**src/rtl/sport_pkg.sv**
```systemverilog
package sport_pkg;

    localparam int unsigned BUS_W  = 32;
    localparam int unsigned OFS_W  = 6;
    localparam int unsigned BYTE_W = 8;

    // register offsets (byte addresses within the window)
    localparam logic [OFS_W-1:0] OFS_TXCTL   = 6'h00;
    localparam logic [OFS_W-1:0] OFS_DMAEN   = 6'h04;
    localparam logic [OFS_W-1:0] OFS_RXCTL   = 6'h08;
    localparam logic [OFS_W-1:0] OFS_DOUT    = 6'h1C;
    localparam logic [OFS_W-1:0] OFS_STAT_RC = 6'h20;
    localparam logic [OFS_W-1:0] OFS_STAT    = 6'h24;
    localparam logic [OFS_W-1:0] OFS_MASK    = 6'h2C;
    localparam logic [OFS_W-1:0] OFS_ACK     = 6'h30;
    localparam logic [OFS_W-1:0] OFS_RAW     = 6'h34;
    localparam logic [OFS_W-1:0] OFS_MASKED  = 6'h38;

    // status word fields
    localparam int unsigned STAT_DAV_BIT  = 16;
    localparam int unsigned STAT_IDLE_BIT = 22;
    localparam int unsigned STAT_RDY_BIT  = 24;

    // interrupt cause positions
    localparam int unsigned IRQ_TX_BIT = 0;
    localparam int unsigned IRQ_RX_BIT = 3;

    typedef enum logic [3:0] {
        SEL_NONE,
        SEL_TXCTL,
        SEL_DMAEN,
        SEL_RXCTL,
        SEL_DOUT,
        SEL_STAT_RC,
        SEL_STAT,
        SEL_MASK,
        SEL_ACK,
        SEL_RAW,
        SEL_MASKED
    } reg_sel_e;

    typedef struct packed {
        logic             rd;     // decoded full-word read
        logic             wr;     // decoded full-word write
        reg_sel_e         sel;
        logic [BUS_W-1:0] wdata;
    } bus_op_t;

    function automatic reg_sel_e decode_ofs(input logic [OFS_W-1:0] ofs);
        case (ofs)
            OFS_TXCTL:   return SEL_TXCTL;
            OFS_DMAEN:   return SEL_DMAEN;
            OFS_RXCTL:   return SEL_RXCTL;
            OFS_DOUT:    return SEL_DOUT;
            OFS_STAT_RC: return SEL_STAT_RC;
            OFS_STAT:    return SEL_STAT;
            OFS_MASK:    return SEL_MASK;
            OFS_ACK:     return SEL_ACK;
            OFS_RAW:     return SEL_RAW;
            OFS_MASKED:  return SEL_MASKED;
            default:     return SEL_NONE;
        endcase
    endfunction

    function automatic logic [BUS_W-1:0] status_word(input logic [BYTE_W-1:0] byte_in,
                                                     input logic dav);
        logic [BUS_W-1:0] w;
        w                = '0;
        w[BYTE_W-1:0]    = byte_in;
        w[STAT_DAV_BIT]  = dav;
        w[STAT_IDLE_BIT] = 1'b1;
        w[STAT_RDY_BIT]  = 1'b1;
        return w;
    endfunction

endpackage

```
**src/rtl/sport_decode.sv**
```systemverilog
module sport_decode
    import sport_pkg::*;
(
    input  logic             bus_sel,
    input  logic             bus_we,
    input  logic             bus_word,
    input  logic [OFS_W-1:0] bus_addr,
    input  logic [BUS_W-1:0] bus_wdata,
    output bus_op_t          op
);

    reg_sel_e hit_sel;
    logic     word_acc;

    always_comb begin
        word_acc = bus_sel && bus_word;
        hit_sel  = word_acc ? decode_ofs(bus_addr) : SEL_NONE;
        op.sel   = hit_sel;
        op.rd    = word_acc && !bus_we && (hit_sel != SEL_NONE);
        op.wr    = word_acc &&  bus_we && (hit_sel != SEL_NONE);
        op.wdata = bus_wdata;
    end

endmodule

```
**src/rtl/sport_rx_latch.sv**
```systemverilog
module sport_rx_latch
    import sport_pkg::*;
(
    input  logic              clk,
    input  logic              rst,
    input  logic              rx_valid,
    input  logic [BYTE_W-1:0] rx_data,
    input  logic              rx_enable,
    input  logic              rx_cause,
    input  logic              rd_clear,
    output logic              rx_ready,
    output logic              rx_take,
    output logic [BYTE_W-1:0] rx_byte,
    output logic              dav
);

    always_comb begin
        rx_ready = rx_enable || !rx_cause;
        rx_take  = rx_valid && rx_ready;
    end

    // a byte taken in the same cycle as a clearing read wins
    always_ff @(posedge clk) begin
        if (rst) begin
            rx_byte <= '0;
            dav     <= 1'b0;
        end else if (rx_take) begin
            rx_byte <= rx_data;
            dav     <= 1'b1;
        end else if (rd_clear) begin
            dav     <= 1'b0;
        end
    end

    p_take_latches_r5: assert property (@(posedge clk) disable iff (rst)
        rx_take |=> (dav && rx_byte == $past(rx_data)));

    p_blocked_holds_r5: assert property (@(posedge clk) disable iff (rst)
        !rx_ready |=> $stable(rx_byte));

    p_read_clears_r6: assert property (@(posedge clk) disable iff (rst)
        (rd_clear && !rx_take) |=> !dav);

    p_take_beats_clear_r10: assert property (@(posedge clk) disable iff (rst)
        (rd_clear && rx_take) |=> dav);

endmodule

```
**src/rtl/sport_irq.sv**
```systemverilog
module sport_irq
    import sport_pkg::*;
(
    input  logic             clk,
    input  logic             rst,
    input  logic             wr_mask,
    input  logic             wr_ack,
    input  logic [BUS_W-1:0] wdata,
    input  logic             tx_fire,
    input  logic             rx_take,
    output logic [BUS_W-1:0] raw,
    output logic [BUS_W-1:0] mask,
    output logic [BUS_W-1:0] masked,
    output logic             pending,
    output logic             irq
);

    logic [BUS_W-1:0] ack_clr;
    logic [BUS_W-1:0] raw_n;
    logic             rearm;

    always_comb begin
        ack_clr = '0;
        rearm   = 1'b0;
        if (wr_ack) begin
            ack_clr = wdata;
            if (pending && wdata[IRQ_TX_BIT]) begin
                ack_clr[IRQ_TX_BIT] = 1'b0;
                rearm               = 1'b1;
            end
        end
        raw_n = raw & ~ack_clr;
        if (tx_fire) raw_n[IRQ_TX_BIT] = 1'b1;
        if (rx_take) raw_n[IRQ_RX_BIT] = 1'b1;
    end

    always_ff @(posedge clk) begin
        if (rst) begin
            raw     <= '0;
            mask    <= '0;
            pending <= 1'b0;
        end else begin
            raw <= raw_n;
            if (wr_mask) mask <= wdata;
            if (tx_fire)    pending <= 1'b1;
            else if (rearm) pending <= 1'b0;
        end
    end

    always_comb begin
        masked = raw & mask;
        irq    = |masked;
    end

    p_tx_raises_r4: assert property (@(posedge clk) disable iff (rst)
        tx_fire |=> (raw[IRQ_TX_BIT] && pending));

    p_ack_clears_r7: assert property (@(posedge clk) disable iff (rst)
        (wr_ack && !pending && !rx_take) |=> ((raw & $past(wdata)) == '0));

    p_rearm_r8: assert property (@(posedge clk) disable iff (rst)
        (wr_ack && pending && wdata[IRQ_TX_BIT]) |=> (raw[IRQ_TX_BIT] && !pending));

    p_rx_beats_ack_r10: assert property (@(posedge clk) disable iff (rst)
        rx_take |=> raw[IRQ_RX_BIT]);

    p_irq_follows_mask_r9: assert property (@(posedge clk) disable iff (rst)
        (mask == '0) |-> !irq);

endmodule

```
**src/rtl/sport_regblock.sv**
```systemverilog
module sport_regblock
    import sport_pkg::*;
(
    input  logic              clk,
    input  logic              rst,
    input  logic              bus_sel,
    input  logic              bus_we,
    input  logic              bus_word,
    input  logic [OFS_W-1:0]  bus_addr,
    input  logic [BUS_W-1:0]  bus_wdata,
    output logic [BUS_W-1:0]  bus_rdata,
    output logic              tx_valid,
    output logic [BYTE_W-1:0] tx_data,
    input  logic              tx_ready,
    input  logic              rx_valid,
    input  logic [BYTE_W-1:0] rx_data,
    output logic              rx_ready,
    output logic              irq
);

    bus_op_t           op;
    logic [BUS_W-1:0]  tx_ctrl;
    logic [BUS_W-1:0]  dma_en;
    logic [BUS_W-1:0]  rx_ctrl;
    logic [BUS_W-1:0]  raw;
    logic [BUS_W-1:0]  mask;
    logic [BUS_W-1:0]  masked;
    logic              pending;
    logic              tx_fire;
    logic              rx_take;
    logic [BYTE_W-1:0] rx_byte;
    logic              dav;
    logic              rd_clear;

    sport_decode u_decode (
        .bus_sel   (bus_sel),
        .bus_we    (bus_we),
        .bus_word  (bus_word),
        .bus_addr  (bus_addr),
        .bus_wdata (bus_wdata),
        .op        (op)
    );

    // data-out goes straight to the stream; dropped if not ready
    always_comb begin
        tx_valid = op.wr && (op.sel == SEL_DOUT);
        tx_data  = op.wdata[BYTE_W-1:0];
        tx_fire  = tx_valid && tx_ready;
        rd_clear = op.rd && (op.sel == SEL_STAT_RC);
    end

    always_ff @(posedge clk) begin
        if (rst) begin
            tx_ctrl <= '0;
            dma_en  <= '0;
            rx_ctrl <= '0;
        end else if (op.wr) begin
            case (op.sel)
                SEL_TXCTL: tx_ctrl <= op.wdata;
                SEL_DMAEN: dma_en  <= op.wdata;
                SEL_RXCTL: rx_ctrl <= op.wdata;
                default: ;
            endcase
        end
    end

    sport_rx_latch u_rx (
        .clk       (clk),
        .rst       (rst),
        .rx_valid  (rx_valid),
        .rx_data   (rx_data),
        .rx_enable (rx_ctrl[0]),
        .rx_cause  (raw[IRQ_RX_BIT]),
        .rd_clear  (rd_clear),
        .rx_ready  (rx_ready),
        .rx_take   (rx_take),
        .rx_byte   (rx_byte),
        .dav       (dav)
    );

    sport_irq u_irq (
        .clk     (clk),
        .rst     (rst),
        .wr_mask (op.wr && (op.sel == SEL_MASK)),
        .wr_ack  (op.wr && (op.sel == SEL_ACK)),
        .wdata   (op.wdata),
        .tx_fire (tx_fire),
        .rx_take (rx_take),
        .raw     (raw),
        .mask    (mask),
        .masked  (masked),
        .pending (pending),
        .irq     (irq)
    );

    always_comb begin
        bus_rdata = '0;
        if (op.rd) begin
            case (op.sel)
                SEL_TXCTL:   bus_rdata = tx_ctrl;
                SEL_DMAEN:   bus_rdata = dma_en;
                SEL_RXCTL:   bus_rdata = rx_ctrl;
                SEL_STAT_RC,
                SEL_STAT:    bus_rdata = status_word(rx_byte, dav);
                SEL_MASK:    bus_rdata = mask;
                SEL_RAW:     bus_rdata = raw;
                SEL_MASKED:  bus_rdata = masked;
                default:     bus_rdata = '0;
            endcase
        end
    end

    p_unmapped_write_r3: assert property (@(posedge clk) disable iff (rst)
        (bus_sel && bus_we && !op.wr) |=>
            ($stable(tx_ctrl) && $stable(dma_en) && $stable(rx_ctrl) && $stable(mask)));

    p_no_tx_when_stalled_r4: assert property (@(posedge clk) disable iff (rst)
        (tx_valid && !tx_ready && !rx_take) |=> $stable(raw));

endmodule

```
**config.mk**
```make
export PLATFORM = sky130hd
export DESIGN_NAME = sport_regblock
export DESIGN_NICKNAME = d
export VERILOG_FILES = /design/src/rtl/sport_pkg.sv /design/src/rtl/sport_decode.sv /design/src/rtl/sport_rx_latch.sv /design/src/rtl/sport_irq.sv /design/src/rtl/sport_regblock.sv
export SDC_FILE = /design/constraint.sdc
export NUM_CORES = 1
export LEC_CHECK = 0
export BUFFER_PORTS_ARGS = -buffer_cell sky130_fd_sc_hd__buf_2
export CAP_MARGIN = 20
export CORE_MARGIN = 5
export CORE_UTILIZATION = 53
export CTS_CLUSTER_DIAMETER = 200
export DETAILED_ROUTE_END_ITERATION = 8
export PLACE_DENSITY = 0.8
export SETUP_SLACK_MARGIN = 0.02
export SYNTH_ARGS = -nofsm -noshare
export SYNTH_HDL_FRONTEND = slang
export SYNTH_HIERARCHICAL = 1
export SYNTH_SLANG_ARGS = --single-unit
```
**constraint.sdc**
```tcl
create_clock -name clk -period 2.45 [get_ports clk]
set_clock_uncertainty 0.15 [all_clocks]
set_input_delay 0 -clock clk [delete_from_list [all_inputs] [get_ports clk]]
set_output_delay 0 -clock clk [all_outputs]
set_load 0.005 [all_outputs]
```
Yosys cells after proc, flatten, opt, wreduce, memory -nomap -nowiden
Cells that the tools add are included.
Storage, ports and cells
  input port bits: 53
  register bits after elaboration: 170
  output and inout port bits: 43
Operators by class
  muxes and demuxes: 14
  equal/unequal tests: 19
  bitwise gates (word level): 3
  reduce and logical (&&, ||, !) cells: 24
Operators by type and width (count)
  $pmux W32 S7: 1
  $and A32 B32 Y32: 2
  $mux W32: 2
  $pmux W4 S10: 1
  $eq A6 B6 Y1 const B: 6
  $not A32 Y32: 1
  $reduce_or A32 Y1: 1
  $eq A4 B3 Y1 const B: 4
  $eq A4 B4 Y1 const B: 3
  $logic_and A1 B1 Y1: 12
  $mux W1: 9
  $eq A4 B2 Y1 const B: 2
  $eq A6 B3 Y1 const B: 1
  $eq A6 B4 Y1 const B: 1
  $eq A6 B5 Y1 const B: 1
  $logic_not A6 Y1: 1
  $reduce_and A2 Y1: 3
  $eq A4 B1 Y1 const B: 1
  $mux W4: 1
  $reduce_bool A2 Y1: 2
  $reduce_bool A4 Y1: 1
  $logic_not A1 Y1: 2
  $reduce_or A2 Y1: 1
  $logic_or A1 B1 Y1: 1

Logic depth before layout (Yosys ltp)
Gate-level depths: netlist of run 1.
  depth in word-level cells: 10
  gate-level depth with buffers: 12

Cells and area by module
The synthesis of run 1 kept the hierarchy.
By module, submodules not included
  sport_regblock: cells each 702, times used 1, seq. area each 1921.8 sq um, area each 5321.4 sq um
  sport_irq: cells each 257, times used 1, seq. area each 1301.2 sq um, area each 2468.6 sq um
  sport_decode: cells each 61, times used 1, seq. area each 0.0 sq um, area each 447.9 sq um
  sport_rx_latch: cells each 42, times used 1, seq. area each 180.2 sq um, area each 440.4 sq um

Least setup slack after synthesis of run 1
OpenSTA, ideal clock, no wires.
  path kind: input-to-reg
  start point: in bus_addr[1]
  end point: reg u_irq.raw[10]
  arrival: 2177 ps
  setup slack: -11 ps
  required time: 2166 ps
  stages: 10
  cell sequence: nor2_1 -> nand3_1 -> a211oi_1 -> buf_4 -> nor2b_1 -> buf_2 -> buf_4 -> and3_1 -> clkbuf_1 -> a211oi_1
RTL lines
  start: declaration: RTL line sport_regblock.sv:9  | input logic [OFS_W-1:0] bus_addr,
  end signal: assignment: RTL line sport_irq.sv:43  | raw <= raw_n;
  end: declaration: RTL line sport_irq.sv:11  | output logic [BUS_W-1:0] raw,

Worst setup path in the final report of run 1
  start point: reg u_irq.raw[26]
  end point: out irq
On the way
  longest elaborated chain between the ends: 2
Ends and longest elaborated chain
  $and A32 B32 Y32: RTL line sport_irq.sv:51  | masked = raw & mask;
  net masked[26]: RTL line sport_regblock.sv:27  | logic [BUS_W-1:0] masked;
  $reduce_or A32 Y1: RTL line sport_irq.sv:52  | irq = |masked;
  end: declaration: RTL line sport_regblock.sv:18  | output logic irq
The timed path passes the listed nets, and every way through them passes these cells.

==> metrics.md, run 1 <==
| Metric | Value |
|---|---|
| Sw power | `0.00136 W` |
| Cell family with most CP delay | `simple AND/OR/NAND/NOR gates` |
| Yosys warns | `6` |
| Req. time, crit path | `2.30 ns` |
| Seq/Total Area, Yosys | `39.2%` |
| Core area | `16,000 µm²` |
| Cts bufs inserted | `17` |
| Hold path cells | `6` |
| Max stage delay cell, worst path | `or4_4` |
| Int Power | `0.00457 W` |
| Mapped Area | `8680 µm²` |
| Routability congestion estimate | `0.895` |
| Pwr dens | `559 nW/µm²` |
| Syn Inst Count | `1,062` |
| Total power | `0.00593 W` |
| DR vias | `8,511` |
| Row Count | `46` |
| CP Capture Type | `primary output` |
| Violated checks | `setup timing` |
| Final setup viols | `1` |
| Post-route DRC | `0` |
| DIE HEIGHT | `138 µm` |
| Maximum clock path buffer count | `2` |
| First-pass iteration count of the detailed router | `7` |
| Syn_area_per_cell | `8.17 µm²` |
| Max Cap Viol | `0` |
| CTS tree | `done` |
| First-pass GRT wire length | `42.9 mm` |
| Fillers | `1,322` |
| Initial antenna violation count | `0` |
| DRT Wirelength | `27.6 mm` |
| Final net count | `1,223` |
| Post-Syn Nets | `1,115` |
| Post-CTS setup repair buffer count | `0` |
| Die Width | `138 µm` |
| Flop pwr share | `47.0%` |
| Avg WL per Cell | `19.7 µm` |
| Worst path cell trace | `and2_4 > or4_4 > or4_4 > or4_4 > buf_6` |
| Ys flop type | `dfxtp_1` |
| Number of global-route vias before repair | `8,136` |
| Worst path depth | `5` |
| Worst rel slew slack | `63.3%` |
| Hold WC Path Type | `in -> reg` |
| Worst-path clk slew | `0.07 ns` |
| DRT antenna net count | `0` |
| Flops & latches, synth | `170` |
| Vias/cell | `6.08` |
| Final worst slack | `-0.298 ns` |
| Final worst-path cycle share | `112%` |
| Comb pwr share | `5.7%` |
| WP buf/inv | `1` |
| GRT Util Overall | `29.1%` |
| Crit path largest cell delay | `0.56 ns` |
| Max-slew violation count | `0` |
| Port bufs | `95` |
| Worst-margin pin slew | `0.551 ns` |
| RSZ-0062 raised after global routing | `yes` |
| N_diodes | `0` |
| Die area | `19,000 µm²` |
| Io pins | `96` |
| Detail Placement HPWL | `17.5 mm` |
| Worst Reg-to-Reg Cells | `5` |
| Clock sinks | `170` |
| Post-synth EDFFs | `0` |
| Clock Root Buffer | `clkbuf_16` |
| Synth cell types | `56` |
| Grt total ovfl | `0` |
| Startpoint types | `flip-flop` |
| Drt initial violations | `1,090` |
| Leak | `3.73 nW` |
| Status | `complete, but fails checks` |
| Critical Path Most Common Cell | `or4_4` |
| Clk Latency, worst-skew pair | `0.44 ns` |
| Critical path class | `reg -> out` |
| Fmax | `364 MHz` |
| Post-synth ARST share | `0%` |
| Crit path arrival time | `2.60 ns` |
| Initial Utilization | `54.2%` |
| Area growth syn-to-layout | `22.2%` |
| Fin crit period | `2.75 ns` |
| Largest net degree at the start of global routing | `67` |
| Crit path max fanout | `3` |
| Layout cells sized above 1 | `20.7%` |
| Clock Power Share | `47.3%` |
| Peak supply drop | `493 µV` |
| H-Tree Depth | `4` |
| Final Hold Viols | `0` |
| Fin util | `66.3%` |
| Reg2reg setup slack | `0.29 ns` |
| Net switching share of the total power | `23.0%` |
[power groups by stage]
stage	clock, W	combinational, W	sequential (W)
after floorplan	0	0.000191	0.00284
final	0.00280	0.000338	0.00279
after detailed placement	0	0.000255	0.00285
after global placement	0	0.000251	0.00285
after global routing	0.00296	0.000361	0.00278
after CTS	0.00282	0.000328	0.00279
[worst paths after layout]
check / from / to
max reg2reg: u_irq/raw[3] / u_rx/rx_byte[3]
max: u_irq/raw[26] / irq
min: bus_we / u_rx/dav
min reg2reg: u_irq/raw[13] / u_irq/raw[13]
[per-stage QoR]
stage | area, µm² | setup slack (ns) | setup TNS (ns) | hold WS [ns] | instances
floorplan | 8690 | 0.191 | 0 | -0.0434 | 1062
global placement | 9300 | 0.131 | 0 | 0.0984 | 1303
detailed placement | 9300 | 0.103 | 0 | 0.103 | 1303
CTS | 10600 | -0.283 | -0.283 | 0.0369 | 1399
global route | 10600 | -0.341 | -0.341 | 0.0710 | 1399
finish | 10600 | -0.298 | -0.298 | 0.0396 | 1399
[per-layer routing]
layer,up-vias,routed length (µm),part of all wire [%],GRT usage (%)
li1,3901,-,-,-
met1,4033,11000,40,37.4
met2,483,13000,47,47.7
met3,94,2530,9.1,6.57
met4,0,1050,3.8,11.4
met5,-,0,0,0
[registers in the layout, summed over array words and instances (netlist names)]
signal         flops
u_irq/pending      1
dma_en            32
rx_ctrl           32
tx_ctrl           32
u_irq/raw         32
u_rx/dav           1
u_irq/mask        32
u_rx/rx_byte       8
[timing repair]
item / CTS / global route
setup endpoints to repair: 1 / 12
gates resized for setup: 10 / 9
pin swaps: 1 / 2
cloned: 0 / 0
hold endpoints to repair: 170 / 0
hold buffers: 64 / 0
[area by class of cell]
cell class	instances	area, µm²	area share (%)
Tap cell	216	270	2.55
Clock buffer	20	447	4.21
Sequential cell	170	3410	32.1
Multi-Input combinational cell	735	4520	42.6
Inverter	34	128	1.20
Clock inverter	12	161	1.52
Timing Repair Buffer	212	1680	15.8
[logic make-up (layout without fill, tap and decap cells)]
| logic type | Yosys count | count (layout) | synth area share [%] |
|---|---|---|---|
| simple gates | 380 | 380 | 21.1 |
| xor+xnor | 2 | 2 | 0.202 |
| mux | 58 | 58 | 7.02 |
| compound gates | 295 | 295 | 23.0 |
| buf+inv | 157 | 278 | 9.49 |
| flops | 170 | 170 | 39.2 |
[cell usage after synthesis (all sizes together) (4+ instances only)]
cell type  instances  area share [%]
a211oi            33             2.9
o21ai             16             1.3
and3              11            0.79
nand3              6            0.35
and2              37             2.8
nor2              42             2.0
mux2i             35             4.0
a32o               6            0.69
nand4b             9            0.91
a32oi             16             1.6
a21oi            132             7.6
nand2b            13             1.0
inv               34             1.5
o22a              11             1.1
nor3b              7            0.79
a222oi             7            0.81
or4                9            0.78
nand2            213             9.2
clkbuf            34             1.5
a31oi              4            0.29
a22o              27             2.7
or2               18             1.3
mux2              23             3.0
a22oi             31             2.7
buf               89             6.5
nor2b              9            0.68
dfxtp            170              39
[worst min-delay path, stage by stage]
cell and delay, ns:
buf_2 0.10, a2111oi_2 0.07, and3_1 0.17, nor2b_1 0.12
a21oi_1 0.05, nor2_1 0.08
[cells in the final DEF, fill, tap and decap left out, types with 34 or more instances in the layout]
cell	Yosys	layout
nand2_1	213	213
dfxtp_1	170	166
a21oi_1	132	131
buf_2	40	93
dlygate4sd3_1	0	64
nor2_1	40	39
buf_4	37	39
mux2i_1	35	35
inv_1	34	34
No activity file was read; power rests on OpenSTA's default activity.
==> inputs of run 2 (changes only) <==
--- a/config.mk
+++ b/config.mk
@@ -7,11 +7,13 @@
 export LEC_CHECK = 0
 export BUFFER_PORTS_ARGS = -buffer_cell sky130_fd_sc_hd__buf_2
 export CAP_MARGIN = 20
+export CELL_PAD_IN_SITES_DETAIL_PLACEMENT = 1
+export CELL_PAD_IN_SITES_GLOBAL_PLACEMENT = 2
 export CORE_MARGIN = 5
-export CORE_UTILIZATION = 53
+export CORE_UTILIZATION = 38
 export CTS_CLUSTER_DIAMETER = 200
 export DETAILED_ROUTE_END_ITERATION = 8
-export PLACE_DENSITY = 0.8
+export PLACE_DENSITY = 0.89
 export SETUP_SLACK_MARGIN = 0.02
 export SYNTH_ARGS = -nofsm -noshare
 export SYNTH_HDL_FRONTEND = slang
==> constraint.sdc (replaced) <==
create_clock -name clk -period 3.2 [get_ports clk]
set_clock_uncertainty 0.15 [all_clocks]
set_input_delay 0 -clock clk [delete_from_list [all_inputs] [get_ports clk]]
set_output_delay 0 -clock clk [all_outputs]
set_load 0.005 [all_outputs]
==> metrics.md, run 2 (synthesis results as in run 1) <==
| Metric | Value |
|---|---|
| Req. time, crit path | `3.05 ns (+0.75 ns)` |
| Final worst-path cycle share | `91.0%` |
| Crit path max fanout | `3 (unchanged)` |
| Critical path class | `reg -> out` |
| Cts bufs inserted | `17 (unchanged)` |
| First-pass GRT wire length | `48.1 mm (+12%)` |
| Comb pwr share | `5.7% (about the same)` |
| Fin crit period | `2.91 ns` |
| Clock Power Share | `47.2% (about the same)` |
| Clk Latency, worst-skew pair | `0.43 ns (about the same)` |
| Number of global-route vias before repair | `8,581 (+5.5%)` |
| Area growth syn-to-layout | `19.9%` |
| Drt initial violations | `618 (-43%)` |
| Finished Layout Cells | `1,449 (+3.6%)` |
| Worst Reg-to-Reg Cells | `5 (unchanged)` |
| Worst-margin pin slew | `0.808 ns (+0.257 ns)` |
| First-pass iteration count of the detailed router | `6 (-1)` |
| Reg2reg setup slack | `0.99 ns (+0.70 ns)` |
| Initial Utilization | `38.4% (-16 points)` |
| Max Cap Viol | `0 (unchanged)` |
| DRT Wirelength | `30.9 mm (+12%)` |
| Max-slew violation count | `0 (unchanged)` |
| Setup TNS | `0 ns (+0.298 ns)` |
| N_diodes | `0 (unchanged)` |
| Row Count | `55 (+20%)` |
| Hold Crit Start | `bus_we` |
| Place WS | `0.506 ns (+0.404 ns)` |
| Clock sinks | `170 (unchanged)` |
| Io pins | `96 (unchanged)` |
| Final net count | `1,204 (-1.6%)` |
| Post-route DRC | `0 (unchanged)` |
| Net switching share of the total power | `26.0% (+3.0 points)` |
| Initial antenna violation count | `0 (unchanged)` |
| Post-CTS Resized | `0 (-10)` |
| Maximum clock path buffer count | `2 (unchanged)` |
| Hold Path Sink | `u_rx/dav` |
| Final Hold Viols | `0 (unchanged)` |
| Fin util | `46.1% (-20 points)` |
| Worst rel slew slack | `46.2% (-17 points)` |
| Fmax | `343 MHz` |
| Peak supply drop | `270 µV (-45%)` |
| CTS tree | `done` |
| Pwr dens | `435 nW/µm² (-22%)` |
| Flop pwr share | `47.1% (about the same)` |
| Final worst slack | `0.287 ns (+0.586 ns)` |
| Sw power | `0.00118 W (-14%)` |
| Vias/cell | `5.73 (-5.8%)` |
| Reg-to-Reg End | `u_rx/rx_byte[3]` |
| Crit path arrival time | `2.76 ns (+0.16 ns)` |
| Grt total ovfl | `0 (unchanged)` |
| Startpoint types | `flip-flop` |
| Routability congestion estimate | `0.828 (-7.5%)` |
| RR Startpoint | `u_irq/raw[3]` |
| Detail Placement HPWL | `19.9 mm (+14%)` |
| Leak | `3.61 nW (-3.3%)` |
| Avg WL per Cell | `21.3 µm (+8.0%)` |
| Hold path cells | `6 (unchanged)` |
| DRT antenna net count | `0 (unchanged)` |
| H-Tree Depth | `4 (unchanged)` |
| Status | `finished clean` |
| Die area | `26,000 µm² (+36%)` |
| Worst-path clk slew | `0.07 ns (about the same)` |
| Layout cells sized above 1 | `18.8% (-1.9 points)` |
| RSZ-0062 raised after global routing | `no` |
| Dpl cells | `1,358 (+4.2%)` |
| Hold WC Path Type | `in -> reg` |
| Int Power | `0.00335 W (-27%)` |
| Port bufs | `95 (unchanged)` |
| Clock Root Buffer | `clkbuf_16` |
| Commonest non-fill, non-tap cell in the layout | `nand2_1` |
| Commonest cells after routing, fill and taps aside | `213 x nand2_1, 170 x dfxtp_1, 131 x a21oi_1` |
| Post-CTS setup repair buffer count | `0 (unchanged)` |
| Final setup viols | `0 (-1)` |
| Die Width | `161 µm (+17%)` |
| DR vias | `8,304 (-2.4%)` |
| Core area | `22,600 µm² (+41%)` |
| GRT Util Overall | `23.5% (-5.6 points)` |
| DIE HEIGHT | `161 µm (+17%)` |
| Largest net degree at the start of global routing | `73 (+9.0%)` |
| Cts hold-fix bufs | `59 (-7.8%)` |
| CP Capture Type | `primary output` |
==> run 2: cell count changes in the layout (fill, tap and decap cells not counted), sizes merged <==
cell         change
buf             -14
clkbuf           -3
bufinv           -2
clkinv           +3
dlygate4sd3      -5
inv              +4
clkinvlp         -2
==> run 2: power groups by stage <==
stage	Sequential, W	Clock [W]	Combinational, W
after global routing	0.00213	0.00226	0.000277
after CTS	0.00213	0.00218	0.000255
after detailed placement	0.00218	0	0.000200
after global placement	0.00218	0	0.000198
after floorplan	0.00218	0	0.000146
final	0.00213	0.00214	0.000258
==> run 2: worst max path at each step <==
stage / startpoint / to / slack [ns] / cells past startpoint
floorplan: bus_addr[1] / u_irq/raw[10] / 0.74 / 10
global placement: bus_addr[1] / bus_rdata[31] / 0.51 / 10
detailed placement: bus_addr[1] / bus_rdata[31] / 0.51 / 10
CTS: u_irq/raw[26] / irq / 0.30 / 5
global route: u_irq/raw[27] / irq / 0.26 / 5
finish: u_irq/raw[7] / irq / 0.29 / 5
==> run 2: through the flow <==
| step | cell area (µm²) | total power [W] | hold WS [ns] |
|---|---|---|---|
| 2_1_floorplan | 8680 | 0.00232 | -0.0434 |
| 3_3_place_gp | 9210 | 0.00238 | 0.0994 |
| 3_5_place_dp | 9210 | 0.00238 | 0.107 |
| 4_1_cts | 10400 | 0.00456 | 0.0399 |
| 5_1_grt | 10400 | 0.00467 | 0.104 |
| 6_report | 10400 | 0.00453 | 0.0479 |
==> run 2: per-layer routing <==
metal	share of wire, %	routed length, µm	global-route usage, %	vias to the layer above
li1	-	-	-	3854
met1	45	13800	30.3	4174
met2	49	15000	40.3	241
met3	4.9	1510	4.13	35
met4	1.8	548	7.13	0
met5	0	0	0	-
==> run 2: worst max-delay path: stages, from the launching register on <==
cell and delay, ns:
dfxtp_1 0.32, and2_1 0.17, or4_1 0.56, or4_1 0.49, or4_1 0.62, buf_2 0.17
==> run 2: layout make-up <==
cell class	count	area, µm²
Clock inverter	15	178
Tap cell	285	357
Multi-Input combinational cell	735	4490
Fill cell	2722	12200
Sequential cell	170	3400
Clock buffer	17	425
Inverter	34	128
Timing Repair Buffer	193	1420
==> inputs of run 3 (changes only) <==
--- a/config.mk
+++ b/config.mk
@@ -13,6 +13,7 @@
 export CORE_UTILIZATION = 38
 export CTS_CLUSTER_DIAMETER = 200
 export DETAILED_ROUTE_END_ITERATION = 8
+export MAX_ROUTING_LAYER = met4
 export PLACE_DENSITY = 0.89
 export SETUP_SLACK_MARGIN = 0.02
 export SYNTH_ARGS = -nofsm -noshare
==> metrics.md, run 3 (synthesis results as in run 1) <==
| Metric | Value |
|---|---|
| Area growth syn-to-layout | `19.9% (unchanged)` |
| Final worst slack | `0.307 ns (+0.0197 ns)` |
| Die Width | `161 µm (unchanged)` |
| Row Count | `55 (unchanged)` |
| Initial Utilization | `38.4% (unchanged)` |
| Maximum clock path buffer count | `2 (unchanged)` |
| Final worst-path cycle share | `90.4% (-0.62 points)` |
| Clk Latency, worst-skew pair | `0.43 ns (about the same)` |
| Place WS | `0.506 ns (unchanged)` |
| Detail Placement HPWL | `19.9 mm (unchanged)` |
| Worst-margin pin slew | `0.817 ns (+0.00968 ns)` |
| RSZ-0062 raised after global routing | `no` |
| CTS tree | `done` |
| Routability congestion estimate | `0.841 (+1.5%)` |
| CP Launch Point | `u_irq/raw[7]` |
| Initial antenna violation count | `0 (unchanged)` |
| Status | `finished clean` |
| H-Tree Depth | `4 (unchanged)` |
| Pwr dens | `435 nW/µm² (about the same)` |
| Final net count | `1,204 (unchanged)` |
| GRT Util Overall | `24.2% (+0.71 points)` |
| Final Hold Viols | `0 (unchanged)` |
| Clock Root Buffer | `clkbuf_16` |
| First-pass GRT wire length | `48.2 mm (+0.17%)` |
| Clock sinks | `170 (unchanged)` |
| Fin crit period | `2.89 ns (-0.0197 ns)` |
| Post-CTS Resized | `0 (unchanged)` |
| Setup TNS | `0 ns (unchanged)` |
| Vias/cell | `5.69 (-0.65%)` |
| Crit path max fanout | `3 (unchanged)` |
| Drt initial violations | `633 (+2.4%)` |
| First-pass iteration count of the detailed router | `5 (-1)` |
| Port bufs | `95 (unchanged)` |
| Max Cap Viol | `0 (unchanged)` |
| DRT antenna net count | `0 (unchanged)` |
| Total power | `0.00452 W (about the same)` |
| Core area | `22,600 µm² (unchanged)` |
| Critical path class | `reg -> out` |
| DRT Wirelength | `30.8 mm (-0.17%)` |
| Peak supply drop | `271 µV (+0.50%)` |
| Fmax | `346 MHz (+0.68%)` |
| CP Capture Type | `primary output` |
| N_diodes | `0 (unchanged)` |
| Leak | `3.61 nW (unchanged)` |
| Avg WL per Cell | `21.3 µm (-0.17%)` |
| Startpoint types | `flip-flop` |
| Hold WC Path Type | `in -> reg` |
| Reg-to-Reg End | `u_rx/rx_byte[3]` |
| Grt total ovfl | `0 (unchanged)` |
| Die area | `26,000 µm² (unchanged)` |
| Number of global-route vias before repair | `8,561 (-0.23%)` |
| Req. time, crit path | `3.05 ns (about the same)` |
| Crit path arrival time | `2.74 ns (-0.02 ns)` |
| Multi-input logic area | `4490 µm² (unchanged)` |
| Worst rel slew slack | `45.5% (-0.65 points)` |
| Max-slew violation count | `0 (unchanged)` |
| FF/Latch Area | `3400 µm² (unchanged)` |
| Reg2reg setup slack | `1.00 ns (about the same)` |
| DR vias | `8,250 (-0.65%)` |
| CP endpoint | `irq` |
| Worst Reg-to-Reg Cells | `5 (unchanged)` |
| DIE HEIGHT | `161 µm (unchanged)` |
| Dpl cell area | `9210 µm² (unchanged)` |
| RR Startpoint | `u_irq/raw[3]` |
| Fillers | `2,722 (unchanged)` |
| Design Area, Final | `10,400 µm² (unchanged)` |
| Layout cells sized above 1 | `18.8% (unchanged)` |
| Post-route DRC | `0 (unchanged)` |
| Io pins | `96 (unchanged)` |
| Cts bufs inserted | `17 (unchanged)` |
| Commonest cells after routing, fill and taps aside | `213 x nand2_1, 170 x dfxtp_1, 131 x a21oi_1` |
| Worst-path clk slew | `0.07 ns (about the same)` |
| Commonest non-fill, non-tap cell in the layout | `nand2_1` |
| Post-CTS setup repair buffer count | `0 (unchanged)` |
| Largest net degree at the start of global routing | `73 (unchanged)` |
| Cts hold-fix bufs | `59 (unchanged)` |
| Final setup viols | `0 (unchanged)` |
[run 3: worst max-delay path: stages, from the launching register on]
cell and delay [ns]:
dfxtp_1 0.32, and2_1 0.17, or4_1 0.55, or4_1 0.48
or4_1 0.61, buf_2 0.17
[run 3: worst min path at each step]
stage | end | from | cells past startpoint | slack, ns
6_report | u_rx/dav | bus_we | 6 | 0.05
2_1_floorplan | tx_data[0] | bus_wdata[0] | 1 | -0.04
3_3_place_gp | u_irq/raw[17] | bus_wdata[17] | 2 | 0.1
5_1_grt | u_rx/dav | bus_we | 6 | 0.10
4_1_cts | u_rx/dav | bus_we | 6 | 0.04
3_5_place_dp | u_irq/raw[28] | bus_wdata[28] | 2 | 0.11
[run 3: per-layer routing]
layer  track usage (%)  vias up  part of all wire (%)
met3              3.88       31                   4.8
met4              7.17        0                   1.6
met2              40.2      222                    49
met5                 -        -                     0
li1                  -     3852                     -
met1              30.5     4145                    45
[run 3: final cells by class]
cell class / instances / area share [%]
clock buffer: 17 / 4.09
timing repair buffer: 193 / 13.7
tap: 285 / 3.43
sequential: 170 / 32.7
inverter: 34 / 1.23
clock inverter: 15 / 1.71
multi-input combinational: 735 / 43.1
[run 3: metrics by stage]
stage | hold slack, ns | utilization [%] | cells
after CTS | 0.0399 | 46.1 | 1449
after global routing | 0.103 | 46.1 | 1449
final | 0.0523 | 46.1 | 1449
after global placement | 0.0994 | 40.8 | 1358
after detailed placement | 0.107 | 40.8 | 1358
after floorplan | -0.0434 | - | 1062
[run 3: power by group]
group	total [W]	internal (W)	switching, W	leakage [nW]
Clock	0.00213	0.00112	0.00101	0.293
Sequential	0.00213	0.00212	0.00000839	1.37
Combinational	0.000258	0.000108	0.000150	1.94
